[src/rtl/wov_pkg.sv]
package wov_pkg;
  typedef enum logic {
    TH_RUN  = 1'b0,
    TH_PARK = 1'b1
  } th_state_e;
endpackage

[src/rtl/wov_snoop_cmp.sv]
module wov_snoop_cmp #(
  parameter int ADDR_W     = 32,
  parameter int DATA_W     = 32,
  parameter int LINE_BYTES = 64
) (
  input  logic              vld_i,
  input  logic [ADDR_W-1:0] ref_addr_i,
  input  logic [DATA_W-1:0] ref_val_i,
  input  logic [ADDR_W-1:0] wr_addr_i,
  input  logic [DATA_W-1:0] wr_data_i,
  output logic              line_hit_o,
  output logic              wake_o
);
  localparam int LINE_OFF = $clog2(LINE_BYTES);

  logic off_eq;

  // reservation granule is the line; wake needs the exact word
  assign line_hit_o = vld_i && (ref_addr_i[ADDR_W-1:LINE_OFF] == wr_addr_i[ADDR_W-1:LINE_OFF]);
  assign off_eq     = (ref_addr_i[LINE_OFF-1:0] == wr_addr_i[LINE_OFF-1:0]);
  assign wake_o     = line_hit_o && off_eq && (ref_val_i == wr_data_i);
endmodule

[src/rtl/wov_thread_ctl.sv]
module wov_thread_ctl
  import wov_pkg::*;
#(
  parameter int ADDR_W     = 32,
  parameter int DATA_W     = 32,
  parameter int LINE_BYTES = 64
) (
  input  logic              clk_i,
  input  logic              rst_ni,
  input  logic              req_i,
  input  logic [ADDR_W-1:0] req_addr_i,
  input  logic [DATA_W-1:0] req_exp_i,
  input  logic [DATA_W-1:0] req_cur_i,
  input  logic              snp_vld_i,
  input  logic [ADDR_W-1:0] snp_addr_i,
  input  logic [DATA_W-1:0] snp_data_i,
  input  logic              irq_i,
  output logic              dispatch_en_o,
  output logic              low_power_o,
  output logic              irq_cause_o
);
  th_state_e         state_q, state_d;
  logic [ADDR_W-1:0] addr_q;
  logic [DATA_W-1:0] exp_q;
  logic              cause_q, cause_d;
  logic              resv_wake, req_wake;
  logic              resv_line, req_line;
  logic              accept, park;

  // snoop against the held reservation
  wov_snoop_cmp #(.ADDR_W(ADDR_W), .DATA_W(DATA_W), .LINE_BYTES(LINE_BYTES)) u_resv_cmp (
    .vld_i     (snp_vld_i),
    .ref_addr_i(addr_q),
    .ref_val_i (exp_q),
    .wr_addr_i (snp_addr_i),
    .wr_data_i (snp_data_i),
    .line_hit_o(resv_line),
    .wake_o    (resv_wake)
  );

  // snoop against a request arriving this cycle
  wov_snoop_cmp #(.ADDR_W(ADDR_W), .DATA_W(DATA_W), .LINE_BYTES(LINE_BYTES)) u_req_cmp (
    .vld_i     (snp_vld_i),
    .ref_addr_i(req_addr_i),
    .ref_val_i (req_exp_i),
    .wr_addr_i (snp_addr_i),
    .wr_data_i (snp_data_i),
    .line_hit_o(req_line),
    .wake_o    (req_wake)
  );

  assign accept = req_i && (state_q == TH_RUN);
  assign park   = accept && (req_cur_i != req_exp_i) && !req_wake;

  always_comb begin
    state_d = state_q;
    cause_d = cause_q;
    if (state_q == TH_PARK) begin
      if (resv_wake) begin
        state_d = TH_RUN;
        cause_d = 1'b0;
      end else if (irq_i) begin
        state_d = TH_RUN;
        cause_d = 1'b1;
      end
    end else if (accept) begin
      cause_d = 1'b0;
      if (park) state_d = TH_PARK;
    end
  end

  always_ff @(posedge clk_i or negedge rst_ni) begin
    if (!rst_ni) begin
      state_q <= TH_RUN;
      cause_q <= 1'b0;
      addr_q  <= '0;
      exp_q   <= '0;
    end else begin
      state_q <= state_d;
      cause_q <= cause_d;
      if (park) begin
        addr_q <= req_addr_i;
        exp_q  <= req_exp_i;
      end
    end
  end

  assign dispatch_en_o = (state_q == TH_RUN);
  assign low_power_o   = (state_q == TH_PARK);
  assign irq_cause_o   = cause_q;

  a_r1_park_on_miss: assert property (@(posedge clk_i) disable iff (!rst_ni)
    (dispatch_en_o && req_i && (req_cur_i != req_exp_i) && !req_wake) |=> (!dispatch_en_o && low_power_o));

  a_r3_no_park_on_hit: assert property (@(posedge clk_i) disable iff (!rst_ni)
    (dispatch_en_o && req_i && (req_cur_i == req_exp_i)) |=> dispatch_en_o);

  a_r4_rewait_ignored: assert property (@(posedge clk_i) disable iff (!rst_ni)
    (low_power_o && req_i) |=> ($stable(addr_q) && $stable(exp_q)));

  a_r5_wake_on_match: assert property (@(posedge clk_i) disable iff (!rst_ni)
    (low_power_o && resv_wake) |=> (dispatch_en_o && !irq_cause_o));

  a_r6_hold_on_other: assert property (@(posedge clk_i) disable iff (!rst_ni)
    (low_power_o && !resv_wake && !irq_i) |=> (low_power_o && $stable(addr_q) && $stable(exp_q)));

  a_r7_irq_wake: assert property (@(posedge clk_i) disable iff (!rst_ni)
    (low_power_o && irq_i && !resv_wake) |=> (dispatch_en_o && irq_cause_o));

  a_r8_req_snoop_race: assert property (@(posedge clk_i) disable iff (!rst_ni)
    (dispatch_en_o && req_i && req_wake && req_line) |=> dispatch_en_o);

  a_r6_line_only_keeps: assert property (@(posedge clk_i) disable iff (!rst_ni)
    (low_power_o && resv_line && (snp_addr_i != addr_q) && !irq_i) |=> low_power_o);
endmodule

[src/rtl/wov_monitor.sv]
module wov_monitor #(
  parameter int NUM_THREADS = 4,
  parameter int ADDR_W      = 32,
  parameter int DATA_W      = 32,
  parameter int LINE_BYTES  = 64,
  localparam int TID_W      = (NUM_THREADS > 1) ? $clog2(NUM_THREADS) : 1
) (
  input  logic                   clk_i,
  input  logic                   rst_ni,
  input  logic                   wait_vld_i,
  input  logic [TID_W-1:0]       wait_tid_i,
  input  logic [ADDR_W-1:0]      wait_addr_i,
  input  logic [DATA_W-1:0]      wait_exp_i,
  input  logic [DATA_W-1:0]      wait_cur_i,
  input  logic                   snp_vld_i,
  input  logic [ADDR_W-1:0]      snp_addr_i,
  input  logic [DATA_W-1:0]      snp_data_i,
  input  logic [NUM_THREADS-1:0] irq_i,
  output logic [NUM_THREADS-1:0] dispatch_en_o,
  output logic [NUM_THREADS-1:0] low_power_o,
  output logic [NUM_THREADS-1:0] irq_cause_o
);
  logic [NUM_THREADS-1:0] req_sel;

  for (genvar t = 0; t < NUM_THREADS; t++) begin : g_thr
    assign req_sel[t] = wait_vld_i && (wait_tid_i == TID_W'(t));

    wov_thread_ctl #(.ADDR_W(ADDR_W), .DATA_W(DATA_W), .LINE_BYTES(LINE_BYTES)) u_ctl (
      .clk_i        (clk_i),
      .rst_ni       (rst_ni),
      .req_i        (req_sel[t]),
      .req_addr_i   (wait_addr_i),
      .req_exp_i    (wait_exp_i),
      .req_cur_i    (wait_cur_i),
      .snp_vld_i    (snp_vld_i),
      .snp_addr_i   (snp_addr_i),
      .snp_data_i   (snp_data_i),
      .irq_i        (irq_i[t]),
      .dispatch_en_o(dispatch_en_o[t]),
      .low_power_o  (low_power_o[t]),
      .irq_cause_o  (irq_cause_o[t])
    );
  end

  a_r2_one_request_sel: assert property (@(posedge clk_i) disable iff (!rst_ni)
    $onehot0(req_sel));

  a_r2_lp_excl: assert property (@(posedge clk_i) disable iff (!rst_ni)
    (low_power_o & dispatch_en_o) == '0);
endmodule

[config.mk]
export PLATFORM = sky130hd
export DESIGN_NAME = wov_monitor
export DESIGN_NICKNAME = d
export VERILOG_FILES = /design/src/rtl/wov_pkg.sv /design/src/rtl/wov_snoop_cmp.sv /design/src/rtl/wov_thread_ctl.sv /design/src/rtl/wov_monitor.sv
export SDC_FILE = /design/constraint.sdc
export NUM_CORES = 1
export LEC_CHECK = 0
export BUFFER_PORTS_ARGS = -buffer_cell sky130_fd_sc_hd__buf_2
export CAP_MARGIN = 25
export CORE_AREA = 5 5 178 180
export CTS_BUF_LIST = sky130_fd_sc_hd__clkbuf_16
export DETAILED_ROUTE_END_ITERATION = 12
export DIE_AREA = 0 0 183 185
export GPL_TIMING_DRIVEN = 1
export MAX_ROUTING_LAYER = met4
export PLACE_DENSITY_LB_ADDON = 0.25
export SLEW_MARGIN = 0
export SYNTH_ARGS = -nofsm -noshare
export SYNTH_HDL_FRONTEND = slang
export SYNTH_SLANG_ARGS = --single-unit
[constraint.sdc]
create_clock -name clk_i -period 3.2 [get_ports clk_i]
set_input_delay 0.64 -clock clk_i [delete_from_list [all_inputs] [get_ports clk_i]]
set_output_delay 0.64 -clock clk_i [all_outputs]
set_load 0.01 [all_outputs]
# Word-level counts from Yosys, hierarchy flattened
# Index checks and enable logic that the tools add are counted.
# classes
n_eq_ne	23
mux	36
bitwise_logic	4
n_reduce_logical	41
# ops
op	n
$eq A32 B32 Y1	5
$eq A26 B26 Y1	5
$mux W1	36
$ne A32 B32 Y1	1
$logic_and A1 B1 Y1	31
$eq A6 B6 Y1	5
$ne A3 B3 Y1 const B	4
$reduce_and A2 Y1	4
$reduce_bool A2 Y1	4
$eq A2 B2 Y1 const B	2
$not A1 Y1	4
$eq A2 B1 Y1 const B	1
$logic_not A2 Y1	1
$logic_not A1 Y1	1
# word_totals
regBits	264
input_bits	170
out_inout_bits	12
elab_cells	120

# Longest topological paths before layout
# Gate-level depths: netlist (run 1).
# logic_depth
word_depth	9
mapped_depth	10
ltp_nobuf	7

# By module
# A second synthesis (run 1) with hierarchy kept.
# hier_totals
hier_cells	1440
hier_area_um2	17043.8
# modules_own_cells
mod	instances	cells_each	area_per_inst_um2	seq_area_each_um2
wov_thread_ctl	4	187	2830.2	1651.6
wov_snoop_cmp	8	86	710.7	0.0
wov_monitor	1	4	37.5	0.0

# Worst setup path after synthesis (run 1)
# Ideal clock, no wire load.
# synth_timing
path_type	input-to-reg
start	input port snp_addr_i[17]
end	register g_thr[2].u_ctl.addr_q[10]
setup_time_ns	0.128
arrival_ns	2.560
t_required_ns	3.072
path_slack_ns	0.513
cell_stages	10
n_path_buf	3
path_cell_list	clkbuf_1 > xnor2_1 > nand4_1 > nor4_1 > nand4_1 > nor4_2 > nor3b_1 > buf_6 > buf_6 > mux2_1
# synth_between
elab_chain_cells	6
# synth_rtl
element	line_no	source
start, declared	wov_monitor.sv:16	input logic [ADDR_W-1:0] snp_addr_i,
$eq A26 B26 Y1	wov_snoop_cmp.sv:19	assign line_hit_o = vld_i && (ref_addr_i[ADDR_W-1:LINE_OFF] == wr_addr_i[ADDR_W-1:LINE_OFF]);
$logic_and A1 B1 Y1	wov_snoop_cmp.sv:19	
$logic_and A1 B1 Y1 (2 in a row)	wov_snoop_cmp.sv:21	assign wake_o = line_hit_o && off_eq && (ref_val_i == wr_data_i);
$logic_not A1 Y1	wov_thread_ctl.sv:53	assign park = accept && (req_cur_i != req_exp_i) && !req_wake;
$logic_and A1 B1 Y1	wov_thread_ctl.sv:53	
end signal, assigned	wov_thread_ctl.sv:82	addr_q <= req_addr_i;
end, declared	wov_thread_ctl.sv:23	logic [ADDR_W-1:0] addr_q;
# Every way passes these cells.
# A chain may end at the register's enable or synchronous reset.

# Worst setup path after layout (run 1)
# layout_timing
start	input port wait_exp_i[31]
end	register g_thr[2].u_ctl.exp_q[5]
# layout_between
elab_chain_cells	4
word_cells_on_any_way	6
classes_between	eq/ne (2); reduce/logical (4)
# layout_rtl
element	line_no	source
start, declared	wov_monitor.sv:13	input logic [DATA_W-1:0] wait_exp_i,
$eq A32 B32 Y1	wov_snoop_cmp.sv:21	
$logic_and A1 B1 Y1	wov_snoop_cmp.sv:21	
$logic_not A1 Y1	wov_thread_ctl.sv:53	
$logic_and A1 B1 Y1 (*)	wov_thread_ctl.sv:53	
end signal, assigned	wov_thread_ctl.sv:83	exp_q <= req_exp_i;
end, declared	wov_thread_ctl.sv:24	logic [DATA_W-1:0] exp_q;
# Mark *: on every way between the ends. The rest lies on a longest branch, timed or not.

==> key figures, run 1 <==
Outcome
  • Status: completed

Worst setup path
  • Setup slack, reg-to-reg: 660 ps
  • Crit Path Class: in2reg
  • FF-to-FF Start: g_thr[3].u_ctl.exp_q[19]$_DFFE_PN0P_
  • R2R depth: 9
  • Crit-path max FO: 15
  • Worst Path Required: 3640 ps
  • CP Capture Type: register
  • RR Endpoint: g_thr[3].u_ctl.irq_cause_o$_DFFE_PN0P_
  • CP Data Arrival Time: 3260 ps
  • Startpoint types: input pin

Yosys
  • Post-Synth Simple-Gate Area: 5.91%
  • Post-Syn Instances: 1165
  • Synth Area per Inst: 12.6 µm²
  • Post-synth top area share: 44.9%
  • Yosys reg bits: 264
  • Mux contribution to synthesized area: 22.9%
  • Main combinational cell family by area after synthesis: multiplexers
  • Synth area leader: dfrtp_1
  • Synth Flop Type: dfrtp_1
  • Post-synthesis sequential area ratio: 44.9%
  • Synthesized area: 14700 µm²
  • Count of cell types in the netlist: 44
  • Synth Area in Compound Gates: 4.07%
  • Synth Area in XOR/XNOR: 16.9%
  • Post-synth ARST share: 100%
  • Post-synth EDFFs: 0
  • Post-Syn Nets: 1335
  • Adder-cell share of the synthesized area: 0%
  • Main area contributors after synthesis: dfrtp_1 (45%), mux2_4 (13%), xor2_1 (8.9%)
  • Synth warn: 0

Route
  • Top sig layer: met4
  • Met3 WL post-DR: 3.84 mm
  • Routed len/inst: 27.7 µm
  • DRC marker count from the first detailed-route iteration: 900
  • Via density per instance: 5.76
  • Routed wl met2: 23.5 mm
  • DRT Wirelength: 51.0 mm
  • DRC viols: 0
  • Via count: 10600
  • Routed Antenna Nets: 0
  • Metal-1 WL: 21.5 mm
  • First-pass detailed-route iteration total: 7

Floorplanning
  • # rows: 64
  • Core ar.: 30000 µm²
  • Die X: 183 µm
  • Io pins: 182
  • Initial Utilization: 49.0%
  • Total die area: 33900 µm²
  • Die height: 185 µm

STA
  • Slew Limit Fails: 0
  • Rel. slew slack: 51.5%
  • Hold Vio Cnt, Final: 0
  • Fmax: 0.354 GHz
  • Period utilization: 88.2%
  • # setup viols final: 0
  • Crit path time final: 2820 ps
  • Unrepaired setup endpoints after global routing: no
  • Clock Skews: 9.69 ps
  • Worst Tran Pin Value: 721 ps

CTS
  • Hold-fix buffers, CTS: 0
  • Inserted Clock Buffers: 30
  • Cts repair resizes: 0
  • Setup bufs post-CTS: 0
  • Clock slew at reported path FFs: 60 ps
  • CTS tree: built
  • Clk buf depth: 3
  • Total clock sinks: 264
  • Worst-skew pair later-pin latency: 560 ps
  • H-Tree Depth: 1
  • Root Buffer: clkbuf_16

Min path
  • Worst hold path class: in2async

Final layout
  • Post-route insts no fill: 1838
  • Design area: 17700 µm²
  • Layout cell share with drive strength beyond 1: 38.1%
  • Most frequent cells in the layout: dfrtp_1 (264), buf_2 (180), xor2_1 (150)
  • Area used by multi-input combinational logic: 7340 µm²
  • Register area: 6610 µm²
  • Most common cell after layout, fill and taps aside: dfrtp_1
  • # nets final: 1586
  • Fillers: 2517
  • Layout area overhead: 20.1%

Power and ir drop
  • PwrDens: 621 nW/µm²
  • Maximum VDD drop: 0.000506 V
  • LEAKAGE: 0.00788 µW

Global routing
  • Antenna violations before repair: 2
  • First-pass GRT wire length: 74.3 mm
  • Vias in the first global route: 11000
  • Largest net degree at the start of global routing: 74
  • GRT Overall Usage: 30.7%
  • Remaining Overflow, GRT: 0

Placed design
  • IO buf count: 181
  • Dpl cell area: 16700 µm²
  • Dpl hpwl: 40.2 mm
  • Routability cong.: 1.01
  • Placed Cells: 1779

Job
  • Max-cap violations: 0
## worst max-delay path by stage
stage | end | cells after the start | slack, ps | from
CTS | g_thr[2].u_ctl.exp_q[27]$_DFFE_PN0P_ | 11 | 430 | wait_exp_i[31]
detailed placement | g_thr[2].u_ctl.exp_q[27]$_DFFE_PN0P_ | 10 | -140 | wait_exp_i[5]
finish | g_thr[2].u_ctl.exp_q[5]$_DFFE_PN0P_ | 12 | 380 | wait_exp_i[31]
global placement | g_thr[2].u_ctl.addr_q[10]$_DFFE_PN0P_ | 11 | -150 | wait_exp_i[31]
global route | g_thr[2].u_ctl.addr_q[10]$_DFFE_PN0P_ | 12 | 270 | wait_exp_i[31]
floorplan | g_thr[2].u_ctl.addr_q[10]$_DFFE_PN0P_ | 10 | 510 | snp_addr_i[17]
## stage by stage
step                setup TNS [ps]  worst slack (ps)  util, %  hold WS (ps)  total power [µW]
floorplan                        0               513        -           344              6420
global placement            -15290              -145     55.6           469              7480
detailed placement          -19750              -142     55.6           475              7550
CTS                              0               425     58.7          91.8             11000
global route                     0               270     58.8           115             11400
finish                           0               379     58.8          76.4             11000
## cells by family after synthesis
logic type / Yosys count
multiplexers: 256
flip-flops: 264
AND/OR/NAND/NOR: 143
XOR/XNOR: 284
buffers and inverters: 141
AO/OA/AOI/OAI: 77
## layer usage
metal | vias to the layer above | track usage, %
li1 | 4579 | -
met1 | 5419 | 41.2
met2 | 480 | 47.8
met3 | 100 | 4.69
met4 | 0 | 10.7
met5 | - | -
## report_power, final
part	internal (µW)	switching (µW)	leakage, µW	total (µW)
clock network	1980	1430	0.000487	3410
registers	4110	569	0.00314	4680
logic	1520	1350	0.00426	2870
total	7600	3350	0.00788	11000
## area by class of cell
type	count	share of cell area (%)
antenna	3	0.0425
clock buffer	31	4.39
clock inverter	24	1.03
inverter	50	1.06
multi-input combinational	760	41.6
sequential	264	37.4
tap	396	2.81
timing repair buffer	310	11.7
## cell usage after synthesis, types with 2 or more instances
master     count
clkbuf_1      38
o2111ai_1      4
nand2b_1      14
nor2_1         5
a2111oi_0      3
inv_1         49
buf_2         17
a21oi_1        6
nand2_1        2
mux2_2        60
mux2_1        66
a221o_1        3
o221ai_1       3
dfrtp_1      264
o21bai_1       3
nand4_1       46
or4_1          2
o22ai_1       17
o21ai_0        2
nor3_1        11
xor2_1       150
nor2b_1        2
buf_4         12
mux2_4       129
a222oi_1       2
xnor2_1      134
buf_6         24
a22oi_1        2
nor4_1        49
a221oi_1      10
a22o_1         5
nand3_1        7
o2bb2ai_1     13
## sequential cells by signal, indices dropped and copies added, names as in the netlist
register and count:
g_thr.u_ctl.low_power_o 4, g_thr.u_ctl.irq_cause_o 4, g_thr.u_ctl.exp_q 128, g_thr.u_ctl.addr_q 128
## worst max-delay path, cell delays in order
cell     delay [ps]
buf_2           120
buf_4           150
xnor2_1         360
nand4_1         260
nor4_1          310
nand4_1         180
nor4_2          330
buf_4           190
nor3b_2          80
buf_6           160
buf_12          160
mux2_4          310
(Power assumes the default switching activity.)
==> inputs of run 2 (changes only) <==
- ABC_AREA: default -> 1
- CORE_AREA: 5 5 178 180 -> 5 5 186 188
- DIE_AREA: 0 0 183 185 -> 0 0 191 193
==> key figures, run 2 <==
STA
  • Worst setup margin: 716 ps (was 379 ps)
  • Hold slack: 328 ps (was 76.4 ps)
  • Unrepaired setup endpoints after global routing: no (unchanged)
  • Fmax: 0.403 GHz (was 0.354 GHz)
  • Clock Skews: 14.0 ps (was 9.69 ps)
  • Slew Limit Fails: 0 (unchanged)
  • # setup viols final: 0 (unchanged)
  • Post-Route Setup TNS: 0 ps (unchanged)
  • Period utilization: 77.6% (was 88.2%)
  • Crit path time final: 2480 ps (was 2820 ps)
  • Worst Tran Pin Value: 972 ps (was 721 ps)
  • Hold Vio Cnt, Final: 0 (unchanged)
  • Rel. slew slack: 34.7% (was 51.5%)

Route
  • Via count: 16600 (was 10600)
  • Routed len/inst: 25.6 µm (was 27.7 µm)
  • DRT Wirelength: 71.6 mm (was 51.0 mm)
  • Routed Antenna Nets: 0 (unchanged)
  • First-pass detailed-route iteration total: 5 (was 7)
  • DRC marker count from the first detailed-route iteration: 2235 (was 900)
  • DRC viols: 0 (unchanged)
  • Via density per instance: 5.94 (was 5.76)

Global routing
  • First-pass GRT wire length: 104 mm (was 74.3 mm)
  • Remaining Overflow, GRT: 0 (unchanged)
  • Vias in the first global route: 15300 (was 11000)
  • GRT Overall Usage: 39.0% (was 30.7%)
  • Largest net degree at the start of global routing: 117 (was 74)
  • Antenna violations before repair: 0 (was 2)

Power and ir drop
  • Pint: 6790 µW (was 7600 µW)
  • Net Sw Frac: 36.1% (was 30.6%)
  • Sequential share of power: 43.6% (was 42.7%)
  • Switching pwr: 3840 µW (was 3350 µW)
  • Maximum VDD drop: 0.000506 V (about the same)
  • PwrDens: 586 nW/µm² (was 621 nW/µm²)
  • LEAKAGE: 0.00934 µW (was 0.00788 µW)
  • Tot Pwr: 10600 µW (was 11000 µW)
  • Comb power frac: 24.8% (was 26.2%)
  • Clock power frac: 31.6% (was 31.1%)

Min path
  • Worst hold path class: in2reg (was in2async)
  • Hold path startpoint: irq_i[2]

Final layout
  • Layout area overhead: 12.8% (was 20.1%)
  • Design area: 18100 µm² (was 17700 µm²)
  • Fillers: 3256 (was 2517)
  • Most common cell after layout, fill and taps aside: nand2_1 (was dfrtp_1)
  • Most frequent cells in the layout: nand2_1 (851), nand4_1 (286), dfrtp_1 (264) (was dfrtp_1 (264), buf_2 (180), xor2_1 (150))
  • # nets final: 2498 (was 1586)
  • Largest regs: g_thr.u_ctl.addr_q x128, g_thr.u_ctl.exp_q x128 (unchanged)
  • ANT cells: 0 (was 3)
  • Layout cell share with drive strength beyond 1: 12.8% (was 38.1%)

Worst setup path
  • Worst Path Required: 3660 ps (was 3640 ps)
  • Crit-path max FO: 116 (was 15)
  • CP Capture Type: register (unchanged)
  • Worst setup path start: snp_addr_i[19] (was wait_exp_i[31])
  • FF-to-FF Start: g_thr[2].u_ctl.addr_q[6]$_DFFE_PN0P_ (was g_thr[3].u_ctl.exp_q[19]$_DFFE_PN0P_)
  • Crit Path Class: in2reg (unchanged)
  • Startpoint types: input pin (unchanged)
  • CP Data Arrival Time: 2940 ps (was 3260 ps)

Yosys
  • Count leader, synth: nand2_1 (was dfrtp_1)
  • Synth area leader: dfrtp_1 (unchanged)
  • Post-Syn Instances: 2238 (was 1165)
  • Synthesized area: 16100 µm² (was 14700 µm²)
  • Post-synth EDFFs: 0 (unchanged)
  • Post-synth top area share: 41.1% (was 44.9%)
  • Post-synthesis sequential area ratio: 41.1% (was 44.9%)
  • Synth warn: 0 (unchanged)
  • Main area contributors after synthesis: dfrtp_1 (41%), nand2_1 (20%), nand4_1 (11%) (was dfrtp_1 (45%), mux2_4 (13%), xor2_1 (8.9%))
  • Post-Syn Nets: 2408 (was 1335)
  • Post-synth ARST share: 100% (unchanged)
  • Count of cell types in the netlist: 31 (was 44)
  • Yosys reg bits: 264 (unchanged)
  • Synth Area per Inst: 7.18 µm² (was 12.6 µm²)
  • Synth Flop Type: dfrtp_1 (unchanged)
  • Top cell types by occurrence after synthesis: nand2_1 (851), nand4_1 (286), dfrtp_1 (264) (was dfrtp_1 (264), xor2_1 (150), xnor2_1 (134))

Floorplanning
  • Die X: 191 µm (was 183 µm)
  • # rows: 67 (was 64)
  • Die height: 193 µm (was 185 µm)
  • Io pins: 182 (unchanged)
  • Initial Utilization: 48.8% (was 49.0%)
  • Total die area: 36900 µm² (was 33900 µm²)
  • Core ar.: 32900 µm² (was 30000 µm²)

Placed design
  • Dpl hpwl: 52.2 mm (was 40.2 mm)
  • Routability cong.: 1.08 (was 1.01)
  • Dpl cell area: 17200 µm² (was 16700 µm²)
  • IO buf count: 181 (unchanged)
  • Pre-CTS setup slack: 318 ps (was -142 ps)

CTS
  • Clk buf depth: 3 (unchanged)
  • Clock slew at reported path FFs: 60 ps (about the same)
  • Inserted Clock Buffers: 30 (unchanged)
  • Cts repair resizes: 0 (unchanged)
  • CTS tree: built (unchanged)
  • Setup bufs post-CTS: 0 (unchanged)
  • Worst-skew pair later-pin latency: 580 ps (was 560 ps)
  • Total clock sinks: 264 (unchanged)
  • Hold-fix buffers, CTS: 1 (was 0)
  • H-Tree Depth: 1 (unchanged)
  • Root Buffer: clkbuf_16 (unchanged)

Outcome
  • Status: completed (unchanged)

Job
  • Max-cap violations: 0 (unchanged)
==> run 2: cell types whose count changed after synthesis, sizes merged, moves of 14 or more <==
cell	before	now
nand4	46	286
nand2	2	852
buf	53	117
inv	50	163
xnor2	134	92
o21ai	2	86
nor2	5	156
or2	1	20
nor4	50	8
mux2	255	0
nand3	7	33
o22ai	17	36
xor2	150	48
nand2b	14	0
==> run 2: path summary, 6_finish.rpt <==
kind | cells after the start | to | slack [ps]
hold reg to reg | 2 | g_thr[0].u_ctl.exp_q[6]$_DFFE_PN0P_ | 480
max in group asynchronous | 4 | g_thr[1].u_ctl.addr_q[5]$_DFFE_PN0P_ | 1580
min in group asynchronous | 2 | g_thr[1].u_ctl.addr_q[8]$_DFFE_PN0P_ | 580
setup / recovery | 12 | g_thr[0].u_ctl.addr_q[8]$_DFFE_PN0P_ | 720
setup reg to reg | 8 | g_thr[2].u_ctl.irq_cause_o$_DFFE_PN0P_ | 970
hold / removal | 4 | g_thr[2].u_ctl.low_power_o$_DFF_PN0_ | 330
==> run 2: worst max-delay path: stages <==
cell     delay, ps
buf_2          110
inv_1          290
o21ai_0        130
nor2_1         200
nand3_1        110
nor2_1         110
nand2_1        160
nor2_2         240
nand3_4        210
buf_12         240
nand4_1        210
nand2_1         70
==> run 2: area by class of cell <==
type	instances	area (µm²)	area share, %
sequential	264	6610	36.4
multi-input combinational	1646	8050	44.4
tap	448	561	3.09
clock inverter	24	146	0.807
clock buffer	31	776	4.28
inverter	163	612	3.37
timing repair buffer	223	1380	7.63
==> run 2: metal layers <==
metal / GRT usage, % / share of wire, % / wire length [µm]
met5: - / 0 / 0
met4: 15.1 / 4.8 / 3470
met3: 6.93 / 11 / 7660
met2: 58.1 / 44 / 31600
met1: 53.6 / 40 / 28800
==> run 2: power groups by stage <==
stage,Sequential (µW),Combinational (µW),Clock [µW]
6_report,4640,2640,3360
5_1_grt,4690,2870,3480
4_1_cts,4610,2580,3360
3_5_place_dp,4660,2580,0
3_3_place_gp,4640,2530,0
2_1_floorplan,4430,1560,0
==> run 2: logic make-up after synthesis <==
logic type | count (synthesis) | synth area share [%]
flip-flops | 264 | 41.1
AND/OR/NAND/NOR | 1368 | 37.4
AO/OA/AOI/OAI | 138 | 4.69
XOR/XNOR | 140 | 7.63
buffers and inverters | 328 | 9.19
==> run 2: metrics by stage <==
stage	util, %	cells
final	55.0	2799
after global routing	55.0	2799
after CTS	55.0	2799
after detailed placement	52.2	2743
after global placement	52.2	2743
after floorplan	-	2238
